==> src/rtl/spi_fault_monitor.sv <==
module spi_fault_monitor #(
  parameter int DW          = 8,
  parameter int BLACKOUT    = 2,
  parameter int SYNC_STAGES = 2
) (
  input  logic          clk,
  input  logic          rst_n,
  input  logic          ss_n_pin,
  input  logic          sck_edge,
  input  logic          last_edge,
  input  logic [1:0]    bus_sel,
  input  logic          bus_rd,
  input  logic          bus_wr,
  input  logic [DW-1:0] bus_wdata,
  input  logic [DW-1:0] rx_byte,
  output logic [DW-1:0] bus_rdata,
  output logic          data_wr_stb,
  output logic [DW-1:0] data_wr_val,
  output logic          spi_en,
  output logic          master_sel,
  output logic          cpha_sel,
  output logic          bidir_sel,
  output logic          oe_sck,
  output logic          oe_mosi,
  output logic          oe_miso,
  output logic          ss_out,
  output logic          wcol_flag,
  output logic          modf_flag,
  output logic          irq_req
);
  localparam int BW = $clog2(BLACKOUT + 1);
  localparam logic [1:0] SEL_DATA = 2'd0;
  localparam logic [1:0] SEL_STAT = 2'd1;
  localparam logic [1:0] SEL_CTL  = 2'd2;
  localparam logic [1:0] SEL_DIR  = 2'd3;

  logic [SYNC_STAGES-1:0] ss_sync;
  logic ss_s, ss_d, ss_fall;
  logic en_q, mst_q, cpha_q, bidir_q;
  logic sck_oe_q, mosi_oe_q, miso_oe_q, ss_out_q;
  logic wcol_q, modf_q, arm_w, arm_m;
  logic win_q;
  logic [BW-1:0] blk_q;

  // slave-select synchronizer, idles high
  always_ff @(posedge clk or negedge rst_n)
    if (!rst_n) begin
      ss_sync <= '1;
      ss_d    <= 1'b1;
    end else begin
      ss_sync <= {ss_sync[SYNC_STAGES-2:0], ss_n_pin};
      ss_d    <= ss_s;
    end

  assign ss_s    = ss_sync[SYNC_STAGES-1];
  assign ss_fall = ss_d && !ss_s;

  wire acc      = bus_rd || bus_wr;
  wire data_acc = acc && (bus_sel == SEL_DATA);
  wire data_wr  = bus_wr && (bus_sel == SEL_DATA);
  wire stat_rd  = bus_rd && (bus_sel == SEL_STAT);
  wire ctl_wr   = bus_wr && (bus_sel == SEL_CTL);
  wire dir_wr   = bus_wr && (bus_sel == SEL_DIR);

  wire blk_done = (blk_q == '0);
  wire slave_tt = !mst_q && cpha_q && win_q && blk_done;
  wire legal    = !en_q || ss_s || slave_tt;
  wire collide  = data_wr && !legal;
  wire fault    = en_q && mst_q && !ss_out_q && !ss_s;

  // phase-1 slave window after the last SCK edge
  always_ff @(posedge clk or negedge rst_n)
    if (!rst_n) begin
      win_q <= 1'b0;
      blk_q <= '0;
    end else begin
      if (last_edge)                win_q <= 1'b1;
      else if (sck_edge || ss_fall) win_q <= 1'b0;
      if (last_edge)      blk_q <= BW'(BLACKOUT);
      else if (!blk_done) blk_q <= blk_q - 1'b1;
    end

  // collision flag and its clear sequence
  always_ff @(posedge clk or negedge rst_n)
    if (!rst_n) begin
      wcol_q <= 1'b0;
      arm_w  <= 1'b0;
    end else begin
      if (collide)                wcol_q <= 1'b1;
      else if (arm_w && data_acc) wcol_q <= 1'b0;
      if (stat_rd)  arm_w <= wcol_q;
      else if (acc) arm_w <= 1'b0;
    end

  // mode-fault flag and its clear sequence
  always_ff @(posedge clk or negedge rst_n)
    if (!rst_n) begin
      modf_q <= 1'b0;
      arm_m  <= 1'b0;
    end else begin
      if (fault)               modf_q <= 1'b1;
      else if (arm_m && ctl_wr) modf_q <= 1'b0;
      if (stat_rd)  arm_m <= modf_q;
      else if (acc) arm_m <= 1'b0;
    end

  // control register; a fault overrides enable and master
  always_ff @(posedge clk or negedge rst_n)
    if (!rst_n) begin
      en_q    <= 1'b0;
      mst_q   <= 1'b0;
      cpha_q  <= 1'b0;
      bidir_q <= 1'b0;
    end else if (ctl_wr) begin
      en_q    <= bus_wdata[0] && !fault;
      mst_q   <= bus_wdata[1] && !fault;
      cpha_q  <= bus_wdata[2];
      bidir_q <= bus_wdata[3];
    end else if (fault) begin
      en_q  <= 1'b0;
      mst_q <= 1'b0;
    end

  // direction register; a fault floats the pins
  wire kill_miso = fault && !bidir_q;

  always_ff @(posedge clk or negedge rst_n)
    if (!rst_n) begin
      sck_oe_q  <= 1'b0;
      mosi_oe_q <= 1'b0;
      miso_oe_q <= 1'b0;
      ss_out_q  <= 1'b0;
    end else if (dir_wr) begin
      sck_oe_q  <= bus_wdata[0] && !fault;
      mosi_oe_q <= bus_wdata[1] && !fault;
      miso_oe_q <= bus_wdata[2] && !kill_miso;
      ss_out_q  <= bus_wdata[3];
    end else if (fault) begin
      sck_oe_q  <= 1'b0;
      mosi_oe_q <= 1'b0;
      if (kill_miso) miso_oe_q <= 1'b0;
    end

  always_comb begin
    bus_rdata = '0;
    case (bus_sel)
      SEL_DATA: bus_rdata = rx_byte;
      SEL_STAT: bus_rdata[1:0] = {modf_q, wcol_q};
      SEL_CTL:  bus_rdata[3:0] = {bidir_q, cpha_q, mst_q, en_q};
      default:  bus_rdata[3:0] = {ss_out_q, miso_oe_q, mosi_oe_q, sck_oe_q};
    endcase
  end

  assign data_wr_stb = data_wr && legal;
  assign data_wr_val = bus_wdata;
  assign spi_en      = en_q;
  assign master_sel  = mst_q;
  assign cpha_sel    = cpha_q;
  assign bidir_sel   = bidir_q;
  assign oe_sck      = sck_oe_q;
  assign oe_mosi     = mosi_oe_q;
  assign oe_miso     = miso_oe_q;
  assign ss_out      = ss_out_q;
  assign wcol_flag   = wcol_q;
  assign modf_flag   = modf_q;
  assign irq_req     = modf_q;

  assert_drop_sets_wcol_R5: assert property (@(posedge clk) disable iff (!rst_n)
    (bus_wr && bus_sel == SEL_DATA && !data_wr_stb) |=> wcol_flag);

  assert_wcol_no_irq_R6: assert property (@(posedge clk) disable iff (!rst_n)
    ($rose(wcol_flag) && !modf_flag) |-> !irq_req);

  assert_wcol_clear_path_R7: assert property (@(posedge clk) disable iff (!rst_n)
    $fell(wcol_flag) |-> ($past(arm_w) && $past(bus_rd || bus_wr) && $past(bus_sel) == SEL_DATA));

  assert_modf_inhibit_R9: assert property (@(posedge clk) disable iff (!rst_n)
    (ss_out && $past(ss_out)) |-> !$rose(modf_flag));

  assert_modf_floats_R10: assert property (@(posedge clk) disable iff (!rst_n)
    $rose(modf_flag) |-> (!spi_en && !master_sel && !oe_sck && !oe_mosi));

  assert_bidir_miso_kept_R11: assert property (@(posedge clk) disable iff (!rst_n)
    ($rose(modf_flag) && $past(bidir_sel) && !$past(bus_wr && bus_sel == SEL_DIR))
      |-> oe_miso == $past(oe_miso));

  assert_modf_clear_path_R12: assert property (@(posedge clk) disable iff (!rst_n)
    $fell(modf_flag) |-> ($past(bus_wr) && $past(bus_sel) == SEL_CTL));
endmodule

==> config.mk <==
export PLATFORM = sky130hd
export DESIGN_NAME = spi_fault_monitor
export DESIGN_NICKNAME = d
export VERILOG_FILES = /design/src/rtl/spi_fault_monitor.sv
export SDC_FILE = /design/constraint.sdc
export NUM_CORES = 1
export LEC_CHECK = 0
export ABC_AREA = 1
export BUFFER_PORTS_ARGS = -buffer_cell sky130_fd_sc_hd__buf_4
export CORE_MARGIN = 1.5
export CORE_UTILIZATION = 48
export DETAILED_ROUTE_END_ITERATION = 8
export PLACE_DENSITY = 0.9
export RECOVER_POWER = 100
export SYNTH_ARGS = -nofsm -noshare
export SYNTH_HDL_FRONTEND = slang
export SYNTH_SLANG_ARGS = --single-unit
==> constraint.sdc <==
create_clock -name clk -period 3.1 [get_ports clk]
set_clock_uncertainty 0.05 [all_clocks]
set_input_delay 0.155 -clock clk [delete_from_list [all_inputs] [get_ports clk]]
set_output_delay 0.155 -clock clk [all_outputs]
set_load 0.03 [all_outputs]
==> summary.txt <==
Clocking
  – Clk_lat worst skew: approximately 0.29 ns
  – TritonCTS Buffers: 3
  – H-tree depth: 1
  – Worst-case clock buffer depth: 2
  – CTS Sinks: 18
  – Root Buffer Master: clkbuf_4
  – Clk slew on worst S/H paths: about 0.1 ns
  – CTS tree: done

Die
  – Core Box Area: about 2000 sq um
  – Initial Util: a little over half
  – Die width: about 50 um
  – FP Rows: 16
  – Die ar.: about 2500 sq um
  – Chip height: 50.0 um
  – Num ports: 53

Yosys
  – #FFs+latches synth: 18
  – Most frequent cell after synthesis: nand2_1
  – Seq/Total Area, Yosys: ~43%
  – Compound-cell area share of the yosys netlist: about 7.4%
  – Syn_nets: 153
  – Top cells by area, synth: dfrtp_1, nand3_1, nand2_1, dfstp_2, buf_4
  – Synth area leader: dfrtp_1
  – Number of synthesized flops with an enable pin: 0
  – YS warnings: 0
  – Yosys top cell area share: a little over a third
  – Mapped Cells: 127
  – Post-synth cell types: 27
  – Ys async rst share: 100%
  – Post-synthesis mux area share: 0%
  – Primary FF master, synth: dfrtp_1
  – Synth top cells by count: nand2_1, nand3_1, inv_1, dfrtp_1, buf_4
  – Largest family of logic cells by synthesized area: simple AND/OR/NAND/NOR gates
  – Synth Area in Adders: under 10%
  – Synth Area in Simple Gates: 30.9%
  – Mapped Avg Cell Area: roughly 8.3 sq um
  – Synth Cell Area: between 1000 and 1500 sq um
  – Synth Area in XOR/XNOR: less than 1%

Place
  – Post-Place Cells: 187
  – IO buf count: 44
  – Placer Congestion: approximately 0.86
  – Detail Placement HPWL: between 1.5 and 2 mm

Drt
  – Initial DRC count: 23
  – Via density: approximately 5
  – Routed Wire Length: 2.40 mm
  – Remaining DRCs: 0
  – Final ANT Viol Nets: 0
  – Drt first pass iters: 4
  – Wire length per cell: 12.4 um
  – Vias: 990

STA
  – Fmax achieved: about 550 MHz
  – Slew margin rel.: about a third
  – Final hold slack: 0.0329 ns
  – Final Setup Violations: 0
  – Slew Limit Fails: 0
  – Tcrit/Tclk final: between 50% and 60%
  – Final hold violation count: 0
  – RSZ-0062 raised after global routing: no
  – Crit path time final: 1.81 ns
  – Worst slew pin tran: 0.973 ns
  – Final setup TNS: 0 ns

Worst hold path
  – Hold Crit Class: in2reg

Critical path
  – CP endpoint kind: primary output
  – Critical Path RT: 2.89 ns
  – CP arrival: roughly 1.6 ns
  – Critical path peak fanout: 4
  – Startpoint Class: flip-flop
  – Critical path type: reg2out

Finish
  – Layout area overhead: 23.0%
  – Non-Filler Instances: between 150 and 200
  – Register area: 454 sq um
  – Multi-input logic area: roughly 430 sq um
  – Core Util, Final: between 60% and 70%
  – Share of cells above drive strength 1: 24.6%
  – Final #Nets: ~190
  – Antenna Cells: 0
  – Fillcell total: 178

Power
  – VDD IR max: 0.355 mV
  – Power per cell area: 601 nW/um^2
  – Leakage power: about 0.65 nW

Global route
  – First-pass GRT wire length: around 3.8 mm
  – Initial antenna violation count: 0
  – Overall Global Routing Usage: between 20 and 25%
  – Vias in the first global route: a little over 900
  – Remaining Overflow, GRT: 0
  – Largest net degree at the start of global routing: 19

Run status
  – Status: complete, no violations

Job
  – MaxCap Viol Count: 0
[power breakdown]
| part | total [W] | internal [W] | switching [W] |
|---|---|---|---|
| clock | 0.000143 | 0.0000716 | 0.0000718 |
| sequential | 0.000331 | 0.000286 | 0.0000450 |
| combinational | 0.000309 | 0.0000898 | 0.000220 |
| total | 0.000784 | 0.000447 | 0.000337 |
[critical path, cell delays in order, from the launching register on]
cell and delay, ns:
dfrtp_1 0.40, inv_1 0.06, ha_1 0.22, nand2_1 0.08
inv_1 0.06, nand2_1 0.07, a21oi_2 0.11, clkbuf_1 0.31
[state kept, by name (all words and copies together), names as in the netlist]
name and flops:
oe_miso 1, spi_en 1, arm_m 1, cpha_sel 1
oe_mosi 1, ss_d 1, oe_sck 1, arm_w 1
irq_req 1, bidir_sel 1, ss_sync 2, master_sel 1
wcol_flag 1, win_q 1, ss_out 1, blk_q 2
[path summary, 6_finish.rpt]
path,startpoint,to,slack (ns),depth (start not counted)
hold reg to reg,ss_sync[0],ss_sync[1],0.32,0
hold / removal,bus_wdata[3],ss_out,0.03,3
min in group asynchronous,rst_n,oe_sck,0.47,2
setup reg to reg,spi_en,master_sel,1.92,5
setup / recovery,blk_q[0],data_wr_stb,1.29,7
max in group asynchronous,rst_n,irq_req,1.94,2
[cell type report]
type | instances | share of cell area (%)
clock buffer | 4 | 2.78
inverter | 22 | 6.72
multi-input combinational | 76 | 32.6
sequential | 18 | 34.8
tap | 27 | 2.59
timing repair buffer | 47 | 20.4
[what timing repair did]
action	4_1_cts	5_1_grt
hold buffers	3	0
endpoints found under the hold margin	20	0
gates resized for setup	0	0
setup buffers	0	0
[stage by stage]
stage / instance area (sq um) / setup WS (ns) / total power (W)
final: 1300 / 1.29 / 0.000784
after global routing: 1300 / 1.16 / 0.000830
after CTS: 1400 / 1.41 / 0.000835
after detailed placement: 1330 / 1.74 / 0.000689
after global placement: 1330 / 1.83 / 0.000674
after floorplan: 1060 / 1.75 / 0.000570
[logic make-up (layout without fill, tap and decap cells)]
family | after synthesis | in the layout
and+or+nand+nor | 62 | 62
buffers and inverters | 33 | 73
DFF | 18 | 18
AOI/OAI and AO/OA | 12 | 12
adders and majority gates | 1 | 1
xor gates and xnor gates | 1 | 1
[routing by layer]
layer  global-route usage [%]  share of wire (%)  vias up
met5                        0                  0        -
met4                     10.2                1.0        0
met3                     3.64                7.3        4
met2                     32.9                 49       55
met1                     25.7                 42      452
li1                         -                  -      479
[placed cells by master (no fill, tap or decap), types with 2 or more instances in the layout]
cell / n
nand2_2: 2
nand2_1: 23
buf_4: 18
dfstp_2: 2
inv_2: 4
nand3_1: 21
dfrtp_1: 15
nor2_4: 2
o21ai_0: 5
a21oi_1: 2
nor2_1: 7
inv_1: 17
dlygate4sd3_1: 3
clkbuf_1: 25
nand4_1: 3
clkbuf_4: 4
No activity file was read; power rests on OpenSTA's default activity.
